File: src/rtl/mac_alu_pkg.sv
// Package mac_alu_pkg
// Shared operation codes, decoded control word and flag record for the
// multiply/ALU datapath. Assumes a 4-bit operation code.
package mac_alu_pkg;

    typedef enum logic [3:0] {
        OP_MOVP_MUL = 4'b0000,
        OP_ADDP_MUL = 4'b0001,
        OP_MUL_ONLY = 4'b0010,
        OP_SUBP_MUL = 4'b0011,
        OP_MOVP     = 4'b0100,
        OP_ADDP     = 4'b0101,
        OP_NOP      = 4'b0110,
        OP_SUBP     = 4'b0111,
        OP_ORY      = 4'b1000,
        OP_XORY     = 4'b1001,
        OP_TSTAND   = 4'b1010,
        OP_CMPY     = 4'b1011,
        OP_MOVY     = 4'b1100,
        OP_ADDY     = 4'b1101,
        OP_ANDY     = 4'b1110,
        OP_SUBY     = 4'b1111
    } mac_op_e;

    typedef enum logic [2:0] {
        K_PASS = 3'd0,
        K_ADD  = 3'd1,
        K_SUB  = 3'd2,
        K_OR   = 3'd3,
        K_XOR  = 3'd4,
        K_AND  = 3'd5
    } alu_kind_e;

    typedef enum logic {
        OPND_P = 1'b0,
        OPND_Y = 1'b1
    } opnd_sel_e;

    typedef struct packed {
        alu_kind_e kind;
        opnd_sel_e opnd;
        logic      wr_acc;
        logic      wr_flags;
        logic      ld_prod;
    } mac_ctrl_t;

    typedef struct packed {
        logic n;
        logic z;
        logic v;
        logic c;
    } mac_flags_t;

endpackage

File: src/rtl/mac_op_decode.sv
// Module mac_op_decode
// Turns the operation code plus the issue strobe into a control word.
// Assumes that a code which is not issued behaves exactly like the nop code.
module mac_op_decode
    import mac_alu_pkg::*;
(
    input  logic       issue,
    input  logic [3:0] func,
    output mac_ctrl_t  ctrl
);

    // Purpose: map each operation code to its kind, operand and write enables.
    always_comb begin
        ctrl = '{kind: K_PASS, opnd: OPND_P, wr_acc: 1'b0,
                 wr_flags: 1'b0, ld_prod: 1'b0};
        if (issue) begin
            unique case (mac_op_e'(func))
                OP_MOVP_MUL: ctrl = '{K_PASS, OPND_P, 1'b1, 1'b1, 1'b1};
                OP_ADDP_MUL: ctrl = '{K_ADD,  OPND_P, 1'b1, 1'b1, 1'b1};
                OP_MUL_ONLY: ctrl = '{K_PASS, OPND_P, 1'b0, 1'b0, 1'b1};
                OP_SUBP_MUL: ctrl = '{K_SUB,  OPND_P, 1'b1, 1'b1, 1'b1};
                OP_MOVP:     ctrl = '{K_PASS, OPND_P, 1'b1, 1'b1, 1'b0};
                OP_ADDP:     ctrl = '{K_ADD,  OPND_P, 1'b1, 1'b1, 1'b0};
                OP_NOP:      ctrl = '{K_PASS, OPND_P, 1'b0, 1'b0, 1'b0};
                OP_SUBP:     ctrl = '{K_SUB,  OPND_P, 1'b1, 1'b1, 1'b0};
                OP_ORY:      ctrl = '{K_OR,   OPND_Y, 1'b1, 1'b1, 1'b0};
                OP_XORY:     ctrl = '{K_XOR,  OPND_Y, 1'b1, 1'b1, 1'b0};
                OP_TSTAND:   ctrl = '{K_AND,  OPND_Y, 1'b0, 1'b1, 1'b0};
                OP_CMPY:     ctrl = '{K_SUB,  OPND_Y, 1'b0, 1'b1, 1'b0};
                OP_MOVY:     ctrl = '{K_PASS, OPND_Y, 1'b1, 1'b1, 1'b0};
                OP_ADDY:     ctrl = '{K_ADD,  OPND_Y, 1'b1, 1'b1, 1'b0};
                OP_ANDY:     ctrl = '{K_AND,  OPND_Y, 1'b1, 1'b1, 1'b0};
                OP_SUBY:     ctrl = '{K_SUB,  OPND_Y, 1'b1, 1'b1, 1'b0};
                default:     ctrl = '{K_PASS, OPND_P, 1'b0, 1'b0, 1'b0};
            endcase
        end
    end

endmodule

File: src/rtl/mac_alu_core.sv
// Module mac_alu_core
// Combinational arithmetic/logic stage. It sign-extends the product and y to
// accumulator width, applies the selected operation to the source accumulator
// and derives the next flags. Assumes ACC_W > PROD_W >= DATA_W.
module mac_alu_core
    import mac_alu_pkg::*;
#(
    parameter int ACC_W  = 36,
    parameter int DATA_W = 16,
    parameter int PROD_W = 32
) (
    input  mac_ctrl_t           ctrl,
    input  logic [ACC_W-1:0]    src_val,
    input  logic [PROD_W-1:0]   prod_val,
    input  logic [DATA_W-1:0]   y_val,
    output logic [ACC_W-1:0]    result,
    output mac_flags_t          flags_out
);

    localparam int PEXT = ACC_W - PROD_W;
    localparam int YEXT = ACC_W - DATA_W;
    localparam int MSB  = ACC_W - 1;

    logic [ACC_W-1:0] p_ext;
    logic [ACC_W-1:0] y_ext;
    logic [ACC_W-1:0] opb;
    logic [ACC_W:0]   wide;
    logic             ovf;
    logic             cry;

    // Purpose: widen both candidate operands with their sign bits.
    always_comb begin
        p_ext = {{PEXT{prod_val[PROD_W-1]}}, prod_val};
        y_ext = {{YEXT{y_val[DATA_W-1]}}, y_val};
        opb   = (ctrl.opnd == OPND_Y) ? y_ext : p_ext;
    end

    // Purpose: compute the result together with its carry and overflow terms.
    always_comb begin
        wide   = '0;
        result = '0;
        ovf    = 1'b0;
        cry    = 1'b0;
        unique case (ctrl.kind)
            K_ADD: begin
                wide   = {1'b0, src_val} + {1'b0, opb};
                result = wide[ACC_W-1:0];
                cry    = wide[ACC_W];
                ovf    = (src_val[MSB] == opb[MSB]) && (result[MSB] != src_val[MSB]);
            end
            K_SUB: begin
                wide   = {1'b0, src_val} + {1'b0, ~opb} + (ACC_W+1)'(1);
                result = wide[ACC_W-1:0];
                cry    = ~wide[ACC_W];
                ovf    = (src_val[MSB] != opb[MSB]) && (result[MSB] != src_val[MSB]);
            end
            K_OR:    result = src_val | opb;
            K_XOR:   result = src_val ^ opb;
            K_AND:   result = src_val & opb;
            default: result = opb;
        endcase
    end

    // Purpose: pack the flag record from the computed value.
    always_comb begin
        flags_out.n = result[MSB];
        flags_out.z = (result == '0);
        flags_out.v = ovf;
        flags_out.c = cry;
    end

endmodule

File: src/rtl/mac_acc_bank.sv
// Module mac_acc_bank
// Register file of accumulators. Exactly one entry, chosen by wr_idx, is
// written when wr_en is high. Assumes a synchronous active-low reset.
module mac_acc_bank #(
    parameter int ACC_W   = 36,
    parameter int NUM_ACC = 2,
    localparam int IDX_W  = (NUM_ACC > 1) ? $clog2(NUM_ACC) : 1
) (
    input  logic                            clk,
    input  logic                            rst_n,
    input  logic                            wr_en,
    input  logic [IDX_W-1:0]                wr_idx,
    input  logic [ACC_W-1:0]                wr_data,
    output logic [NUM_ACC-1:0][ACC_W-1:0]   acc_q
);

    for (genvar g = 0; g < NUM_ACC; g++) begin : g_acc
        // Purpose: hold one accumulator and load it when it is the target.
        always_ff @(posedge clk) begin
            if (!rst_n) begin
                acc_q[g] <= '0;
            end else if (wr_en && (wr_idx == IDX_W'(g))) begin
                acc_q[g] <= wr_data;
            end
        end
    end

endmodule

File: src/rtl/mac_prod_flags.sv
// Module mac_prod_flags
// Product register and condition flags. The product register captures the
// signed x*y when ld_prod is high, and it is read in the same cycle it is
// loaded, so it acts as a one-stage pipeline. Assumes an active-low sync reset.
module mac_prod_flags
    import mac_alu_pkg::*;
#(
    parameter int DATA_W = 16,
    parameter int PROD_W = 32
) (
    input  logic                clk,
    input  logic                rst_n,
    input  logic                ld_prod,
    input  logic                wr_flags,
    input  logic [DATA_W-1:0]   x_val,
    input  logic [DATA_W-1:0]   y_val,
    input  mac_flags_t          flags_in,
    output logic [PROD_W-1:0]   prod_q,
    output mac_flags_t          flags_q
);

    logic signed [PROD_W-1:0] xs;
    logic signed [PROD_W-1:0] ys;
    logic signed [PROD_W-1:0] prod_next;

    // Purpose: form the signed product at full product width.
    always_comb begin
        xs        = PROD_W'($signed(x_val));
        ys        = PROD_W'($signed(y_val));
        prod_next = xs * ys;
    end

    // Purpose: product register, loaded by the multiplying codes.
    always_ff @(posedge clk) begin
        if (!rst_n) begin
            prod_q <= '0;
        end else if (ld_prod) begin
            prod_q <= prod_next;
        end
    end

    // Purpose: flag register, loaded when an operation produces a value.
    always_ff @(posedge clk) begin
        if (!rst_n) begin
            flags_q <= '0;
        end else if (wr_flags) begin
            flags_q <= flags_in;
        end
    end

endmodule

File: src/rtl/mac_alu.sv
// Module mac_alu
// Top of the multiply/ALU datapath: decode, source mux, arithmetic stage,
// accumulator bank, product register and flags. The accumulator opposite the
// destination is exported for a parallel move unit. Assumes the x and y
// register contents arrive stable for the whole issue cycle.
module mac_alu
    import mac_alu_pkg::*;
#(
    parameter int ACC_W  = 36,
    parameter int DATA_W = 16,
    localparam int PROD_W = 2 * DATA_W
) (
    input  logic                clk,
    input  logic                rst_n,
    input  logic                issue,
    input  logic [3:0]          func,
    input  logic                src_sel,
    input  logic                dst_sel,
    input  logic [DATA_W-1:0]   x_opnd,
    input  logic [DATA_W-1:0]   y_opnd,
    output logic [ACC_W-1:0]    acc0,
    output logic [ACC_W-1:0]    acc1,
    output logic [PROD_W-1:0]   prod,
    output logic [ACC_W-1:0]    alt_acc,
    output logic                flag_neg,
    output logic                flag_zero,
    output logic                flag_ovf,
    output logic                flag_carry
);

    localparam int NUM_ACC = 2;

    mac_ctrl_t                        ctrl;
    logic [NUM_ACC-1:0][ACC_W-1:0]    acc_q;
    logic [ACC_W-1:0]                 src_val;
    logic [ACC_W-1:0]                 result;
    logic [PROD_W-1:0]                prod_q;
    mac_flags_t                       flags_next;
    mac_flags_t                       flags_q;

    mac_op_decode u_dec (
        .issue (issue),
        .func  (func),
        .ctrl  (ctrl)
    );

    // Purpose: pick the source accumulator and the one opposite the destination.
    always_comb begin
        src_val = acc_q[src_sel];
        alt_acc = acc_q[~dst_sel];
    end

    mac_alu_core #(
        .ACC_W  (ACC_W),
        .DATA_W (DATA_W),
        .PROD_W (PROD_W)
    ) u_core (
        .ctrl      (ctrl),
        .src_val   (src_val),
        .prod_val  (prod_q),
        .y_val     (y_opnd),
        .result    (result),
        .flags_out (flags_next)
    );

    mac_acc_bank #(
        .ACC_W   (ACC_W),
        .NUM_ACC (NUM_ACC)
    ) u_bank (
        .clk     (clk),
        .rst_n   (rst_n),
        .wr_en   (ctrl.wr_acc),
        .wr_idx  (dst_sel),
        .wr_data (result),
        .acc_q   (acc_q)
    );

    mac_prod_flags #(
        .DATA_W (DATA_W),
        .PROD_W (PROD_W)
    ) u_pf (
        .clk      (clk),
        .rst_n    (rst_n),
        .ld_prod  (ctrl.ld_prod),
        .wr_flags (ctrl.wr_flags),
        .x_val    (x_opnd),
        .y_val    (y_opnd),
        .flags_in (flags_next),
        .prod_q   (prod_q),
        .flags_q  (flags_q)
    );

    // Purpose: drive the register contents onto the output ports.
    always_comb begin
        acc0       = acc_q[0];
        acc1       = acc_q[1];
        prod       = prod_q;
        flag_neg   = flags_q.n;
        flag_zero  = flags_q.z;
        flag_ovf   = flags_q.v;
        flag_carry = flags_q.c;
    end

endmodule

File: config.mk
export PLATFORM = sky130hd
export DESIGN_NAME = mac_alu
export DESIGN_NICKNAME = d
export VERILOG_FILES = /design/src/rtl/mac_alu_pkg.sv /design/src/rtl/mac_op_decode.sv /design/src/rtl/mac_alu_core.sv /design/src/rtl/mac_acc_bank.sv /design/src/rtl/mac_prod_flags.sv /design/src/rtl/mac_alu.sv
export SDC_FILE = /design/constraint.sdc
export NUM_CORES = 1
export LEC_CHECK = 0
export BUFFER_PORTS_ARGS = -buffer_cell sky130_fd_sc_hd__buf_2
export CAP_MARGIN = 20
export CORE_MARGIN = 10
export CORE_UTILIZATION = 50
export CTS_CLUSTER_SIZE = 30
export DETAILED_ROUTE_END_ITERATION = 7
export HOLD_SLACK_MARGIN = 0.03
export PLACE_DENSITY = 0.69
export SYNTH_ARGS = -nofsm -noshare
export SYNTH_HDL_FRONTEND = slang
export SYNTH_SLANG_ARGS = --single-unit
File: constraint.sdc
create_clock -name clk -period 7.2 [get_ports clk]
set_input_delay 0.36 -clock clk [delete_from_list [all_inputs] [get_ports clk]]
set_output_delay 0.36 -clock clk [all_outputs]
set_load 0.02 [all_outputs]
== Word level (Yosys, flattened, before mapping) ==
Memory sizes are Yosys's and may differ from the RTL's.
Index checks and enable logic that the tools add are counted.

* Add/sub/neg operators: 3
* $mul: 1
* $lt $le $gt $ge: 2
* Equal/unequal tests: 9
* Multiplexer cells: 9
* Bitwise operators: 6
* Reduce and logical (&&, ||, !) cells: 5

{| class="wikitable"
|+ Operator list
! cell !! number
|-
| 36-bit 2-to-1 mux || 5
|-
| 36-bit case mux with 5 select lines || 1
|-
| 36-bit by 36-bit adder with 37-bit output || 2
|-
| 37-bit by 1-bit adder with 37-bit output (second input constant) || 1
|-
| 36-bit bitwise AND || 1
|-
| 36-bit logical NOT || 1
|-
| 36-bit NOT || 1
|-
| 36-bit bitwise OR || 1
|-
| 36-bit XOR || 1
|-
| 16-bit by 16-bit multiplier with 32-bit output || 1
|-
| 7-bit 2-to-1 mux || 1
|-
| 3-bit by 2-bit == test with 1-bit output (second input constant) || 2
|-
| 3-bit == test (second input constant) || 2
|-
| 1-bit logical AND || 4
|-
| 1-bit by 2-bit < comparator with 1-bit output (second input constant) || 2
|-
| 1-bit case mux with 2 select lines || 2
|-
| 3-bit by 1-bit == test with 1-bit output (second input constant) || 1
|-
| 1-bit != test || 3
|-
| 1-bit NOT || 2
|-
| 1-bit == test || 1
|}

* Bits in registers: 108
* ROM bits: 112
* Output and inout bits: 144
* Memories: 1

{| class="wikitable"
|+ Memory list
! name !! depth !! bits a word !! rd ports !! clocked after memory_dff !! write ports !! line !! source
|-
| (no name shown) || 16 || 7 || 1 || 0 || 0 || mac_op_decode.sv:17 || <nowiki>unique case (mac_op_e'(func))</nowiki>
|}

== Logic depth before layout (Yosys ltp) ==
An unclocked memory read counts as a cell.

* Depth after elaboration: 9
* Gate-level depth with buffers: 27
* Depth with buffers taken out: 26

== Hierarchy ==
Synthesis repeated with hierarchy kept, for this count alone.

* Cells, all modules: 2753
* Area, all modules: 22810.6 µm²

{| class="wikitable"
|+ Modules (own cells, without submodules)
! module !! instances !! cells an instance !! area an instance (µm²)
|-
| mac_prod_flags || 1 || 1228 || 11213.3
|-
| mac_alu_core || 1 || 1150 || 7547.2
|-
| mac_acc_bank || 1 || 274 || 2732.6
|-
| mac_alu || 1 || 80 || 1178.6
|-
| mac_op_decode || 1 || 21 || 138.9
|}

== Least setup slack after synthesis ==
No wires, ideal clock.

* Kind: input to register
* From: input x_opnd[15]
* To: register u_pf.prod_q[30]
* Library setup time: 0.115 ns
* Data arrival time: 6.164 ns
* Data required time: 7.085 ns
* Slack: 0.921 ns
* Stages on the path: 25
* Path buffers: 2
* Path through: clkbuf_1 nand2_1 fa_1 inv_1 fa_1 inv_1 fa_1 fa_1 inv_1 fa_1 inv_1 fa_1 inv_1 ha_1 clkbuf_1 a21o_1 a21o_1 a21oi_1 nor2b_1 o21ai_0 nand2b_1 o41a_1 xnor2_1 o21ai_0 and2_1

* Word-level cells in the longest chain between the ends: 1

{| class="wikitable"
|+ Ends and longest elaborated chain
! item !! line !! source
|-
| from (decl) || mac_alu.sv:19 || <nowiki>input logic [DATA_W-1:0] x_opnd,</nowiki>
|-
| 16-bit by 16-bit multiplier with 32-bit output || mac_prod_flags.sv:30 || <nowiki>prod_next = xs * ys;</nowiki>
|-
| to (signal assigned) || mac_prod_flags.sv:38 || <nowiki>prod_q <= prod_next;</nowiki>
|-
| to (decl) || mac_prod_flags.sv:18 || <nowiki>output logic [PROD_W-1:0] prod_q,</nowiki>
|}

Every way passes these cells.
A chain may end at the register's enable or synchronous reset.

== Worst setup path in the final report ==
* From: input y_opnd[2]
* To: register u_pf.prod_q[30]

* Word-level cells in the longest chain between the ends: 1

{| class="wikitable"
|+ Ends and longest elaborated chain
! item !! line !! source
|-
| from (decl) || mac_alu.sv:20 || <nowiki>input logic [DATA_W-1:0] y_opnd,</nowiki>
|-
| 16-bit by 16-bit multiplier with 32-bit output || mac_prod_flags.sv:30 ||
|}

Every way passes these cells.

==> flow_summary.toml <==
[clocking]
cts_hold_buf = 0
cts-htree-levels = 3
clock-root-buffer = "sky130_fd_sc_hd__clkbuf_16"
path_clk_slew_ns = 0.08
ctsResizeCount = 0
tritoncts = "done"
cts_made_buffers = 9
numClockSinks = 108
post_cts_buffers = 0
clk-insertion-delay-late_ns = 0.40
cts.path.max_buffers = 2

[floorplan]
height_of_the_die_um = 230
initial_utilization_pct = 50.9
rows = 76
core_um2 = 43400
die-area_um2 = 52900
die_w_um = 230
floorplan.io_pins = 185

[flow_run]
max_cap_violations = 0

[timing]
timing.final.crit_period_ns = 6.44
rsz0062_at_grt = "false"
finalWorstSetupSlack_ns = 0.763
final_max_slew_viol_count = 0
holdWs_ns = 0.430
clock_skew_ns = 0.0138
timing.final.crit_share_pct = 89.4
max_freq_mhz = 155
setup-tns-final_ns = 0
max_slew_margin_pct = 22.0
worst_margin_slew_ns = 1.17
setup_viol = 0
hold_viol = 0

[critical_path]
crit-reg2reg-launch = "u_bank.acc_q[36]"
cp_data_required_time_ns = 7.49
critPathMaxFanout = 17
critical_path_origin = "y_opnd[2]"
criticalPathCategory = "in -> reg"
timing.critical_path.to_type = "flip-flop"
cp.arrival_ns = 6.73
startpoint_type = "input pin"

[outcome]
violations = "DRC"
run_status = "complete, but fails checks"

[cells_and_area]
final_instance_area_um2 = 23700
areaGrowthSynthToFinish_pct = 7.40
final_common_cell = "sky130_fd_sc_hd__inv_1"
fillCellCount = 4161
final_cell_mix = "435 x sky130_fd_sc_hd__inv_1, 361 x sky130_fd_sc_hd__nand2_1, 264 x sky130_fd_sc_hd__fa_1"
multi_input_comb_area_um2 = 17600
nets = 3335
layout-drive-gt1-share_pct = 12.1
register_area_um2 = 2160

[pwr]
power.density_nw_per_um2 = 439
pleak_uw = 0.0115
worst_ir_drop_vdd_mv = 0.500

[hold_path]
timing.hold.worst.start = "y_opnd[0]"
timing.hold.worst.class = "in -> reg"

[grt]
first_global_vias = 20499
antenna_found_initial = 3
grt_pass1_wl_um = 117000
global_route.usage.total_pct = 27.7
grt.overflow.total = 0
grt_max_degree = 63

[logic_synthesis]
ys.flop_type = "sky130_fd_sc_hd__dfxtp_1"
synthArstFlopShare_pct = 0
synth_sequential_area_ratio_pct = 9.80
ys_seq_elements = 108
synth_cell_types = 101
post_synthesis_cell_area_um2 = 22100
syn_avg_cell_area_um2 = 7.98
syn-instance-count = 2763
synth_warnings = 0
syn_nets = 3263
synth-edff-count = 0

[routing]
route.vias.total = 20541
drt_pass1_iterations = 8
drt-wirelength-per-cell_um = 21.8
dr.first_iter.drc_count = 1707
drt.antenna.violating_nets = 0
vias_per_cell = 5.99
drcViolationCount = 4
finalWirelength_um = 74900

[placed_design]
post_dp_cell_area_um2 = 23400
port_buffers = 184
post-place-ws_ns = 0.339
post-dp-hpwl_um = 59300
placer_congestion = 0.978
==> worst paths after layout <==
kind / to / slack (ns) / cells after the start
worst max register to register: u_pf.flags_q[2] / 1.90 / 15
worst min-delay path: u_pf.prod_q[0] / 0.43 / 3
worst min register to register: u_pf.flags_q[2] / 0.48 / 2
worst max-delay path: u_pf.prod_q[30] / 0.76 / 24
==> power breakdown <==
part / internal, uW / switching, uW / total (uW) / leakage, uW
Combinational: 3860 / 5270 / 9130 / 0.0105
Sequential: 663 / 59.2 / 723 / 0.000880
Clock: 278 / 275 / 553 / 0.000148
==> worst max-delay path: stages <==
cell and delay (ns):
sky130_fd_sc_hd__buf_2 0.30, sky130_fd_sc_hd__nand2_1 0.20, sky130_fd_sc_hd__fa_1 0.59, sky130_fd_sc_hd__inv_1 0.14
sky130_fd_sc_hd__fa_1 0.88, sky130_fd_sc_hd__inv_1 0.17, sky130_fd_sc_hd__fa_1 0.46, sky130_fd_sc_hd__fa_1 0.54
sky130_fd_sc_hd__inv_1 0.06, sky130_fd_sc_hd__fa_1 0.53, sky130_fd_sc_hd__inv_1 0.05, sky130_fd_sc_hd__fa_1 0.47
sky130_fd_sc_hd__inv_1 0.04, sky130_fd_sc_hd__ha_1 0.38, sky130_fd_sc_hd__a21o_1 0.20, sky130_fd_sc_hd__a21o_1 0.18
sky130_fd_sc_hd__a21oi_1 0.17, sky130_fd_sc_hd__nor2b_1 0.06, sky130_fd_sc_hd__o21ai_0 0.15, sky130_fd_sc_hd__nand2b_1 0.09
sky130_fd_sc_hd__o41a_1 0.33, sky130_fd_sc_hd__xnor2_1 0.12, sky130_fd_sc_hd__o21ai_0 0.09, sky130_fd_sc_hd__and2_1 0.17
==> sequential cells by signal (all words and copies together), names as in the netlist <==
name and count:
u_bank.acc_q 72, u_pf.prod_q 32, u_pf.flags_q 4
==> layer usage <==
| metal | part of all wire (%) | vias to the layer above | track usage, % | wire, um |
|---|---|---|---|---|
| met1 | 42 | 10132 | 36.1 | 31200 |
| met5 | 0 | - | 0 | 0 |
| li1 | - | 9323 | - | - |
| met4 | 3.2 | 0 | 10.3 | 2370 |
| met3 | 7.6 | 150 | 3.85 | 5700 |
| met2 | 48 | 936 | 45.9 | 35600 |
==> cells by family (layout without fill, tap and decap cells) <==
group                      count (synthesis)  in the layout  synth area share (%)
AOI/OAI and AO/OA                        664            664                  21.0
xor gates and xnor gates                  49             49                  1.95
adders and majority gates                459            459                  35.0
buffers and inverters                    594            671                  10.5
DFF                                      108            108                  9.80
muxes                                     93             93                  4.63
other                                      0              3                     0
and+or+nand+nor                          796            796                  17.1
==> cells in the mapped netlist, drive strengths merged (45+ instances only) <==
| cell type | count | area [um2] |
|---|---|---|
| nor2 | 122 | 458 |
| a21boi | 56 | 420 |
| clkbuf | 112 | 420 |
| fa | 264 | 5290 |
| inv | 435 | 1630 |
| buf | 45 | 243 |
| mux2 | 72 | 811 |
| o21ai | 119 | 607 |
| nand2 | 361 | 1360 |
| a21oi | 161 | 806 |
| and2 | 151 | 946 |
| dfxtp | 108 | 2160 |
| ha | 195 | 2440 |
==> metrics by stage <==
step,cells,util [%],power [uW]
3_5_place_dp,3408,53.9,9790
6_report,3428,54.6,10400
5_1_grt,3426,54.6,11600
2_1_floorplan,2763,-,7770
3_3_place_gp,3406,53.8,9490
4_1_cts,3424,54.6,10400
==> layout make-up <==
type                            instances  share of cell area [%]
Multi-Input combinational cell       2061                    74.4
Sequential cell                       108                    9.13
Inverter                              436                    6.91
Timing Repair Buffer                  219                    5.17
Tap cell                              585                    3.09
Clock buffer                           10                   0.967
Clock inverter                          6                   0.328
Antenna cell                            3                  0.0317
No activity file was read; power rests on OpenSTA's default activity.
